## src/rtl/hecc_fixer.sv

```systemverilog
module hecc_fixer #(
  parameter int PAR_W = 11,
  localparam int CODE_W = 2 * PAR_W,
  localparam int IN_W = 8 * ((CODE_W + 7) / 8),
  localparam int BYTE_W = PAR_W - 3,
  localparam int ADDR_W = PAR_W - 2
) (
  input  logic              clk,
  input  logic              rst_n,
  input  logic              start,
  input  logic              wide_page,
  input  logic [IN_W-1:0]   calc_a,
  input  logic [IN_W-1:0]   stored_a,
  input  logic [IN_W-1:0]   calc_b,
  input  logic [IN_W-1:0]   stored_b,
  output logic              done,
  output logic [1:0]        status_a,
  output logic [1:0]        status_b,
  output logic [BYTE_W-1:0] byte_a,
  output logic [2:0]        bit_a,
  output logic [BYTE_W-1:0] byte_b,
  output logic [2:0]        bit_b,
  output logic              fail,
  output logic [ADDR_W-1:0] mem_addr,
  output logic              mem_rd,
  input  logic [7:0]        mem_rdata,
  output logic              mem_wr,
  output logic [7:0]        mem_wdata
);

  typedef enum logic [1:0] {IDLE, RD, WR} state_t;

  state_t           state;
  logic             half;
  logic             wide_q;
  logic [PAR_W-1:0] loc_a, loc_b;

  function automatic logic [1:0] classify(input logic [CODE_W-1:0] c, input logic [CODE_W-1:0] s);
    logic [CODE_W-1:0] syn;
    logic [PAR_W-1:0]  pair;
    syn  = c ^ s;
    pair = (c[PAR_W-1:0] ^ c[CODE_W-1:PAR_W]) ^ (s[PAR_W-1:0] ^ s[CODE_W-1:PAR_W]);
    if (syn == '0 || c == '0 || s == '0) return 2'b00;
    if ($countones(syn) == 1) return 2'b01;
    if ($countones(syn) == PAR_W && pair == '1) return 2'b10;
    return 2'b11;
  endfunction

  logic [1:0]       cls_a, cls_b;
  logic [PAR_W-1:0] syn_a, syn_b;

  assign cls_a = classify(calc_a[CODE_W-1:0], stored_a[CODE_W-1:0]);
  assign cls_b = classify(calc_b[CODE_W-1:0], stored_b[CODE_W-1:0]);
  assign syn_a = calc_a[PAR_W-1:0] ^ stored_a[PAR_W-1:0];
  assign syn_b = calc_b[PAR_W-1:0] ^ stored_b[PAR_W-1:0];

  always_ff @(posedge clk or negedge rst_n) begin
    if (!rst_n) begin
      state    <= IDLE;
      half     <= 1'b0;
      wide_q   <= 1'b0;
      done     <= 1'b0;
      status_a <= 2'b00;
      status_b <= 2'b00;
      loc_a    <= '0;
      loc_b    <= '0;
    end else begin
      done <= 1'b0;
      case (state)
        IDLE: if (start) begin
          state    <= RD;
          half     <= 1'b0;
          wide_q   <= wide_page;
          status_a <= cls_a;
          loc_a    <= (cls_a == 2'b10) ? syn_a : '0;
          status_b <= wide_page ? cls_b : 2'b00;
          loc_b    <= (wide_page && cls_b == 2'b10) ? syn_b : '0;
        end
        RD: state <= WR;
        WR: if (!half && wide_q) begin
          half  <= 1'b1;
          state <= RD;
        end else begin
          state <= IDLE;
          done  <= 1'b1;
        end
        default: state <= IDLE;
      endcase
    end
  end

  logic [PAR_W-1:0] cur_loc;
  logic             fix;

  assign cur_loc   = half ? loc_b : loc_a;
  assign fix       = (half ? status_b : status_a) == 2'b10;
  assign mem_addr  = {half, cur_loc[PAR_W-1:3]};
  assign mem_rd    = (state == RD) && fix;
  assign mem_wr    = (state == WR) && fix;
  assign mem_wdata = mem_rdata ^ (8'd1 << cur_loc[2:0]);

  assign byte_a = loc_a[PAR_W-1:3];
  assign bit_a  = loc_a[2:0];
  assign byte_b = loc_b[PAR_W-1:3];
  assign bit_b  = loc_b[2:0];
  assign fail   = status_a[0] | status_b[0];

endmodule

```

## config.mk

```make
export PLATFORM = sky130hd
export DESIGN_NAME = hecc_fixer
export DESIGN_NICKNAME = d
export VERILOG_FILES = /design/src/rtl/hecc_fixer.sv
export SDC_FILE = /design/constraint.sdc
export NUM_CORES = 1
export LEC_CHECK = 0
export CAP_MARGIN = 40
export CORE_MARGIN = 2
export CORE_UTILIZATION = 40
export CTS_CLUSTER_DIAMETER = 100
export DETAILED_ROUTE_END_ITERATION = 8
export GPL_TIMING_DRIVEN = 0
export PLACE_DENSITY_LB_ADDON = 0.12
export SLEW_MARGIN = 0
export SYNTH_ARGS = -nofsm -noshare
export SYNTH_HDL_FRONTEND = slang
export SYNTH_SLANG_ARGS = --single-unit
```

## constraint.sdc

```tcl
create_clock -name clk -period 1.68 [get_ports clk]
set_input_delay 0.336 -clock clk [delete_from_list [all_inputs] [get_ports clk]]
set_output_delay 0.336 -clock clk [all_outputs]
set_load 0.02 [all_outputs]
```

## Word-level counts from Yosys, hierarchy flattened

Index checks and enable logic that the tools add are counted.

| word-level totals | value |
|---|---|
| flip-flop bits (word level) | 31 |
| input bits | 108 |
| output and inout port bits | 47 |

| operators by class | value |
|---|---|
| add/subtract/negate cells | 42 |
| eq/ne operators | 13 |
| shifts and indexed selects | 1 |
| muxes and demuxes | 37 |
| bitwise gates (word level) | 12 |
| reductions and logical operators | 21 |

Operator list:

| operator | number |
|---|---|
| logical NOT 22 bit | 6 |
| bitwise XOR 11 bit | 8 |
| equality test 32 x 2 -> 1 bit, second input constant | 2 |
| adder 1 x 1 -> 2 bit | 22 |
| bitwise XOR 22 bit | 2 |
| two-way mux 11 bit | 3 |
| adder 2 x 2 -> 3 bit | 10 |
| two-way mux 2 bit | 15 |
| equality test 11 bit, second input constant | 2 |
| two-way mux 1 bit | 17 |
| adder 3 x 3 -> 4 bit | 4 |
| adder 5 x 4 -> 6 bit | 2 |
| equality test 6 x 4 -> 1 bit, second input constant | 2 |
| adder 4 x 4 -> 5 bit | 2 |
| adder 3 x 2 -> 4 bit | 2 |
| equality test 2 bit, second input constant | 4 |
| left shift 1 x 3 -> 8 bit, first input constant | 1 |
| bitwise XOR 8 bit | 1 |
| logical AND 1 bit | 6 |
| one-hot mux 2 bit (3 select lines) | 1 |
| logical OR 1 bit | 4 |
| inequality test 2 bit, second input constant | 2 |
| AND reduction 3 bit | 1 |
| equality test 2 x 1 -> 1 bit, second input constant | 1 |
| other kinds (6) | 6 |

## Longest topological paths before layout

Gate-level depths: netlist (run 1).

| logic depth | value |
|---|---|
| depth after elaboration | 17 |
| mapped depth | 19 |

## Worst setup path after synthesis (run 1)

Ideal clock, no wire load.

| path | value |
|---|---|
| path type | input -> register |
| from | in stored_a[9] |
| to | reg loc_a[3] |
| arrival | 5.041 ns |
| required time | 1.588 ns |
| slack | -3.453 ns |
| stages | 17 |
| path buffers | 1 |
| cells stage by stage | xor2_1 -> inv_1 -> fa_1 -> fa_1 -> fa_1 -> fa_1 -> inv_1 -> fa_1 -> ha_1 -> inv_1 -> fa_1 -> xnor2_1 -> o22ai_1 -> nand4_1 -> or4b_4 -> buf_6 -> o31ai_2 |

| on the way | value |
|---|---|
| cells in the longest elaborated chain, start to end | 16 |
| elaborated cells on any way between the ends | 29 |

RTL lines:

| element | line | RTL |
|---|---|---|
| start, declared | 13 | `input logic [IN_W-1:0] stored_a,` |
| bitwise XOR 22 bit | 41 | `syn = c ^ s;` |
| adder 1 x 1 -> 2 bit (not written as such) | 44, 45 |  |
| adder 2 x 2 -> 3 bit (not written as such) | 44, 45 |  |
| adder 3 x 3 -> 4 bit (not written as such) | 44, 45 |  |
| adder 4 x 4 -> 5 bit (not written as such) | 44, 45 |  |
| adder 5 x 4 -> 6 bit (not written as such) | 44, 45 |  |
| equality test 6 x 4 -> 1 bit | 45 | `if ($countones(syn) == PAR_W && pair == '1) return 2'b10;` |
| logical AND 1 bit | 45 |  |
| two-way mux 1 bit (2 in series) | 45 |  |
| two-way mux 1 bit | 44 | `if ($countones(syn) == 1) return 2'b01;` |
| two-way mux 2 bit | 46 | `return 2'b11;` |
| two-way mux 2 bit | 45 |  |
| two-way mux 2 bit * | 44 |  |
| equality test 2 bit * | 75 | `loc_a <= (cls_a == 2'b10) ? syn_a : '0;` |
| two-way mux 11 bit * | 75 |  |
| end signal, assigned | 75 |  |
| end, declared | 36 | `logic [PAR_W-1:0] loc_a, loc_b;` |

Mark *: on every way between the ends. The rest lies on a longest branch, timed or not. The select of a mux whose other input is x is not followed.
A chain may end at the register's enable or synchronous reset.

## Worst setup path in the final report (run 1)

| path | value |
|---|---|
| from | in calc_a[15] |
| to | reg loc_a[0] |

| on the way | value |
|---|---|
| cells in the longest elaborated chain, start to end | 16 |
| elaborated cells on any way between the ends | 29 |

RTL lines:

| element | line | RTL |
|---|---|---|
| start, declared | 12 | `input logic [IN_W-1:0] calc_a,` |
| bitwise XOR 22 bit | 41 |  |
| adder 1 x 1 -> 2 bit (not written as such) | 44, 45 |  |
| adder 2 x 2 -> 3 bit (not written as such) | 44, 45 |  |
| adder 3 x 3 -> 4 bit (not written as such) | 44, 45 |  |
| adder 4 x 4 -> 5 bit (not written as such) | 44, 45 |  |
| adder 5 x 4 -> 6 bit (not written as such) | 44, 45 |  |
| equality test 6 x 4 -> 1 bit | 45 |  |
| logical AND 1 bit | 45 |  |
| two-way mux 1 bit (2 in series) | 45 |  |
| two-way mux 1 bit | 44 |  |
| two-way mux 2 bit | 46 |  |
| two-way mux 2 bit | 45 |  |
| two-way mux 2 bit * | 44 |  |
| equality test 2 bit * | 75 |  |
| two-way mux 11 bit * | 75 |  |

Marked as above.

==> impl_metrics.csv, run 1 <==
group,metric,value,unit
route,wl_per_cell,18.2,um
pwr,p_leak,2.93,nW
layout,num_antenna_cells,0,
setup_path,worstRegToRegCells,5,
setup_path,reg2reg_to,"loc_b[4]$_DFFE_PN0P_",
logic_synthesis,synth_edf_count,0,
clocking,clock_sinks,31,
grt,grt_pass1_wl,19400,um
sta,setup_slack,-3.43,ns
setup_path,required,1.89,ns
logic_synthesis,ys_types,47,
route,drt_iter0_drc,181,
sta,max_slew_margin,43.1,%
logic_synthesis,ys_seq_area_share,20.9,%
clocking,cts_tree,"yes",
setup_path,arrival,5.32,ns
route,drc_errors,0,
setup_path,rrSetupSlack,-0.86,ns
sta,fmax,196,MHz
clocking,cts_buffers,5,
sta,clock_skew,0.00417,ns
floorplanning,die_height,100,um
placed_design,place.gp.congestion,0.969,
setup_path,slowest_stage,"or4b_4",
logic_synthesis,ys_ff_latch,31,
sta,rsz0062_at_grt,"yes",
sta,worst_pin_slew,0.851,ns
logic_synthesis,synth_nets,546,
floorplanning,initial_core_util,40.8,%
setup_path,cp_slowest_stage_delay,0.60,ns
clocking,insertion_delay,0.29,ns
status,status,"finished with violations",
logic_synthesis,ys_async_sr_fraction,100,%
clocking,cts.path.max_buffers,2,
layout,drive_gt1_share,37.1,%
logic_synthesis,yosysWarnings,0,
sta,layout_min_cycle_time,5.11,ns
hold_path,min_path_type,"reg2reg",
hold_path,min_to,"state[0]$_DFFE_PN0P_",
setup_path,critPathBufInv,6,
logic_synthesis,synth_flop_cell,"dfrtp_1",
hold_path,hold_depth,1,
setup_path,worstPathCellList,"buf_4 -> xnor2_4 -> fa_1 -> inv_1 -> fa_1 -> inv_1 -> fa_1 -> fa_1 -> inv_1 -> fa_1 -> ha_2 -> inv_2 -> fa_2 -> xnor2_2 -> o22ai_2 -> nand4_1 -> or4b_4 -> buf_8 -> o31ai_4",
route,vias,3765,
floorplanning,core_area,9110,um^2
floorplanning,io_pins,155,
clocking,cts_root_buf,"clkbuf_8",
hold_path,hp-start,"state[0]$_DFFE_PN0P_",
setup_path,regToRegStartpoint,"state[0]$_DFFE_PN0P_",
grt,antenna_found_initial,0,
layout,fillers,671,
setup_path,cp-start-kind,"input port",
layout,regArea,776,um^2
setup_path,critical_path_class,"in2reg",
route,dr.pass1.iters,4,
grt,grt.total_usage,24.7,%
floorplanning,rows,35,
grt,grt_max_degree,18,
grt,grt_pass1_vias,3860,
status,violations,"negative setup slack",
layout,nets,746,
logic_synthesis,avgSynthCellArea,9.48,um^2
floorplanning,dieArea,10100,um^2
layout,syn_to_final_growth,76.6,%
pwr,ir_drop,1180,uV
pwr,power_density,1280,nW/um^2
setup_path,crit_path_end_kind,"flip-flop",
setup_path,crit_top_cell,"fa_1",
placed_design,io_buffers,146,
setup_path,critPathMaxFanout,5,
logic_synthesis,synth_cells,392,
grt,overflow,0,
sta,hold_slack,0.464,ns
sta,finalCritPeriodShare,304,%
job,cap_violations,0,
route,viasPerCell,5.35,
route,postRouteAntennaNets,0,
clocking,clkTransAtPathRegs,0.07,ns
logic_synthesis,synth_area,3710,um^2
route,drt-total-wl,12800,um
clocking,htreeDepth,2,
pwr,power,0.00843,W
sta,setup_viol,44,
setup_path,crit_family,"adder cells",
placed_design,hpwl,9830,um
sta,finalHoldViolations,0,
floorplanning,die_w,100,um
sta,slew_viol_final,0,
layout,multi_input_area,3390,um^2
==> worst reg2reg max path: stages (launching register included) <==
cell and delay, ns:
dfrtp_1 0.40, nand2b_1 0.17, or3b_2 0.53, a31oi_1 0.45, nand2_1 0.53, o31ai_4 0.36
==> state kept, by name, summed over array words and instances, names as in the netlist <==
signal and cells:
half 1, status_b 2, loc_a 11, wide_q 1, status_a 2, done 1, state 2, loc_b 11
==> what timing repair did <==
action,CTS,global route
hold buffers,0,0
pin swaps,43,26
endpoints found under the setup margin,52,52
setup buffers,34,12
resized for setup,302,70
cloned,2,1
==> layer usage <==
metal | vias to the layer above | track usage [%] | share of wire, %
li1 | 1736 | - | -
met1 | 1827 | 33.6 | 41
met2 | 185 | 41.1 | 49
met3 | 17 | 4.74 | 8.7
met4 | 0 | 5.48 | 1.6
met5 | - | 0 | 0
==> worst max path at each step <==
stage | from | to | slack [ns] | cells past startpoint
floorplan | calc_a[11] | loc_a[10]$_DFFE_PN0P_ | -3.28 | 19
global route | stored_a[11] | loc_a[6]$_DFFE_PN0P_ | -3.62 | 20
CTS | stored_a[11] | loc_a[0]$_DFFE_PN0P_ | -3.36 | 20
detailed placement | stored_a[9] | loc_a[0]$_DFFE_PN0P_ | -4.23 | 18
finish | calc_a[15] | loc_a[0]$_DFFE_PN0P_ | -3.43 | 19
global placement | stored_a[9] | loc_a[2]$_DFFE_PN0P_ | -4.15 | 18
==> cells in the mapped netlist, drive strengths merged, types with 2 or more instances <==
| cell type | instances | area share (%) |
|---|---|---|
| dfrtp | 31 | 21 |
| a32o | 2 | 0.57 |
| nand3b | 2 | 0.40 |
| nor2b | 2 | 0.34 |
| ha | 16 | 5.4 |
| and2 | 3 | 0.51 |
| nor3 | 3 | 0.40 |
| nor2 | 15 | 1.5 |
| or4 | 6 | 1.2 |
| and4 | 2 | 0.47 |
| inv | 54 | 5.5 |
| xor2 | 22 | 5.2 |
| fa | 30 | 16 |
| mux2 | 9 | 2.7 |
| and3 | 2 | 0.34 |
| nand2 | 33 | 3.3 |
| o21ai | 4 | 0.54 |
| nand4 | 13 | 2.2 |
| o31ai | 20 | 5.3 |
| nor4 | 23 | 3.9 |
| or2 | 2 | 0.34 |
| xnor2 | 53 | 15 |
| a31oi | 2 | 0.34 |
| a21oi | 8 | 1.1 |
| buf | 4 | 0.81 |
| nand3 | 7 | 0.94 |
| mux2i | 3 | 0.81 |
| nand2b | 4 | 0.67 |
| clkbuf | 6 | 0.61 |
| or3b | 2 | 0.47 |
==> logic make-up (layout without fill, tap and decap cells) <==
group | count (synthesis) | count (layout) | synth area share (%)
compound gates | 40 | 40 | 8.66
xor+xnor | 75 | 75 | 20.2
buf+inv | 64 | 265 | 6.87
mux | 12 | 12 | 3.54
flops | 31 | 31 | 20.9
simple gates | 124 | 124 | 18.3
fa+ha+maj | 46 | 46 | 21.6
==> through the flow <==
| stage | cell area, um^2 | setup WS (ns) | instances | TNS [ns] | utilization (%) |
|---|---|---|---|---|---|
| floorplan | 4000 | -3.28 | 392 | -80.25 | - |
| global placement | 5600 | -4.15 | 649 | -119.56 | 61.5 |
| detailed placement | 5630 | -4.23 | 650 | -113.42 | 61.8 |
| CTS | 6200 | -3.36 | 693 | -89.45 | 68.1 |
| global route | 6560 | -3.62 | 704 | -93.94 | 72.0 |
| finish | 6560 | -3.43 | 704 | -88.50 | 72.0 |
==> where the power goes <==
part | internal (W) | switching (W) | leakage, nW
clock | 0.000480 | 0.000296 | 0.0612
sequential | 0.000848 | 0.000113 | 0.420
combinational | 0.00322 | 0.00348 | 2.45
total | 0.00454 | 0.00388 | 2.93
==> final cells by class <==
cell class                 count  area share, %
multi-input combinational    297           51.6
clock buffer                   6           1.26
clock inverter                 2          0.534
tap                          111           2.12
inverter                      54           3.09
buffer                         9           1.47
sequential                    31           11.8
timing repair buffer         194           28.1
==> placed cells by master, fill, tap and decap left out, types with 7 or more instances in the layout <==
| cell | instances |
|---|---|
| o31ai_4 | 11 |
| buf_8 | 7 |
| nand4_1 | 13 |
| xnor2_1 | 23 |
| buf_4 | 51 |
| inv_2 | 7 |
| clkdlybuf4s50_1 | 78 |
| o31ai_2 | 7 |
| ha_1 | 14 |
| nor2_1 | 12 |
| mux2_4 | 9 |
| xor2_1 | 14 |
| xnor2_4 | 12 |
| a21oi_1 | 7 |
| nor4_1 | 22 |
| inv_1 | 47 |
| fa_1 | 28 |
| nand2_1 | 30 |
| buf_2 | 16 |
| xnor2_2 | 18 |
| dfrtp_1 | 31 |
| buf_6 | 26 |
No activity file was read; power rests on OpenSTA's default activity.
==> run 2: changes to the inputs <==
--- a/config.mk
+++ b/config.mk
@@ -12,6 +12,7 @@
 export DETAILED_ROUTE_END_ITERATION = 8
 export GPL_TIMING_DRIVEN = 0
 export PLACE_DENSITY_LB_ADDON = 0.12
+export REMOVE_ABC_BUFFERS = 1
 export SLEW_MARGIN = 0
 export SYNTH_ARGS = -nofsm -noshare
 export SYNTH_HDL_FRONTEND = slang
==> impl_metrics.csv, run 2 (synthesis results as in run 1) <==
group,metric,value,unit
floorplanning,die_height,100,um
layout,syn_to_final_growth,70.6,%
floorplanning,core_area,9110,um^2
route,dr.pass1.iters,4,
sta,fmax,194,MHz
hold_path,min_path_type,"in2async",
job,cap_violations,0,
sta,slew_viol_final,0,
pwr,power_density,1410,nW/um^2
floorplanning,dieArea,10100,um^2
status,status,"finished with violations",
layout,final_common_cell,"clkdlybuf4s50_1",
clocking,cts_root_buf,"clkbuf_8",
layout,top_regs,"loc_a (11), loc_b (11)",
grt,grt_max_degree,29,
route,drt-total-wl,12500,um
layout,drive_gt1_share,37.2,%
sta,rsz0062_at_grt,"yes",
route,wl_per_cell,17.7,um
layout,final_cell_mix,"clkdlybuf4s50_1, buf_4, inv_1",
route,drt_iter0_drc,71,
floorplanning,io_pins,155,
clocking,insertion_delay,0.29,ns
sta,max_slew_margin,47.7,%
sta,setup_viol,44,
setup_path,rrSetupSlack,-0.76,ns
clocking,htreeDepth,2,
setup_path,crit_path_end_kind,"flip-flop",
layout,fillers,687,
clocking,cts_hold_buf,0,
clocking,cts.path.max_buffers,2,
layout,num_antenna_cells,0,
placed_design,io_buffers,146,
setup_path,worstRegToRegCells,5,
placed_design,dp.cells,640,
sta,clock_skew,0.00823,ns
clocking,cts_buffers,5,
placed_design,place.gp.congestion,0.912,
status,violations,"negative setup slack",
grt,overflow,0,
floorplanning,initial_core_util,40.8,%
grt,antenna_found_initial,0,
clocking,clkTransAtPathRegs,0.07,ns
pwr,p_leak,2.88,nW
layout,fin_util,69.6,%
layout,nets,747,
sta,layout_min_cycle_time,5.17,ns
floorplanning,rows,35,
setup_path,critPathMaxFanout,5,
pwr,ir_drop,1140,uV
setup_path,arrival,5.36,ns
clocking,clock_sinks,31,
sta,setup-tns-final,-87.71,ns
clocking,cts_tree,"yes",
floorplanning,die_w,100,um
setup_path,cp-start-kind,"input port",
grt,grt_pass1_vias,3956,
grt,grt.total_usage,24.2,%
layout,final_cells,705,
route,postRouteAntennaNets,0,
sta,finalHoldViolations,0,
sta,worst_pin_slew,0.779,ns
route,drc_errors,0,
setup_path,critical_path_class,"in2reg",
setup_path,reg2reg_to,"loc_b[1]$_DFFE_PN0P_",
setup_path,regToRegStartpoint,"state[0]$_DFFE_PN0P_",
sta,setup_slack,-3.49,ns
sta,finalCritPeriodShare,308,%
route,viasPerCell,5.27,
route,vias,3716,
setup_path,required,1.87,ns
grt,grt_pass1_wl,18900,um
placed_design,place_ws,-4.66,ns
placed_design,hpwl,9380,um
-- run 2: cell count changes in the layout (fill, tap and decap cells not counted), sizes merged --
cell           change
clkbuf             +3
buf                -1
bufinv             -1
clkdlybuf4s15      -1
clkinv             -1
clkinvlp           +1
dlygate4sd2        -1
dlymetal6s2s       +1
or4b               +1
-- run 2: per-layer routing --
metal / part of all wire (%) / vias up / global-route usage (%)
met4: 2.7 / 0 / 8.64
met3: 5.7 / 23 / 4.81
met1: 38 / 1832 / 27.2
met2: 53 / 121 / 45.0
li1: - / 1740 / -
met5: 0 / - / 0
-- run 2: stage by stage --
step | cell area (um^2) | hold slack, ns | power [W]
floorplan | 3660 | 0.0404 | 0.00489
global placement | 5260 | 0.429 | 0.00617
detailed placement | 5280 | 0.440 | 0.00638
CTS | 5970 | 0.447 | 0.00827
global route | 6340 | 0.478 | 0.00974
finish | 6340 | 0.431 | 0.00893
-- run 2: worst max-delay path by stage --
stage,slack [ns],start,cells past startpoint,to
5_1_grt,-3.68,calc_a[11],20,loc_a[10]$_DFFE_PN0P_
4_1_cts,-3.52,stored_a[11],20,loc_a[0]$_DFFE_PN0P_
2_1_floorplan,-3.49,stored_b[5],17,status_b[0]$_DFFE_PN0P_
3_3_place_gp,-4.60,stored_b[5],18,status_b[0]$_DFFE_PN0P_
6_report,-3.49,calc_a[11],20,loc_a[10]$_DFFE_PN0P_
3_5_place_dp,-4.66,stored_b[0],16,status_b[0]$_DFFE_PN0P_
-- run 2: worst max-delay path: stages --
cell and delay, ns:
buf_8 0.10, xor2_2 0.18, inv_2 0.07, fa_1 0.51, inv_1 0.05, fa_1 0.52, inv_2 0.04, fa_1 0.48
fa_1 0.48, inv_1 0.04, fa_1 0.48, ha_2 0.18, inv_2 0.04, fa_2 0.38, xnor2_2 0.15, o22ai_2 0.19
nand4_1 0.13, buf_4 0.17, or4b_4 0.60, o31ai_4 0.23
-- run 2: cell type report --
class | count | area, um^2 | share of cell area [%]
clock buffer | 7 | 96.3 | 1.52
clock inverter | 1 | 7.51 | 0.118
inverter | 54 | 203 | 3.20
multi-input combinational | 298 | 3260 | 51.4
sequential | 31 | 781 | 12.3
tap | 111 | 139 | 2.19
timing repair buffer | 203 | 1860 | 29.3
-- run 2: where the power goes --
part	internal, W	switching (W)	total, W
clock network	0.000373	0.000290	0.000663
registers	0.000857	0.000141	0.000998
logic	0.00351	0.00376	0.00727
total	0.00474	0.00419	0.00893
-- run 2: what timing repair did --
item | CTS | global route
pin swaps | 54 | 41
hold endpoints to repair | 0 | 0
gates resized for setup | 315 | 78
cloned | 1 | 0
buffers inserted | 36 | 22
setup endpoints to repair | 49 | 53
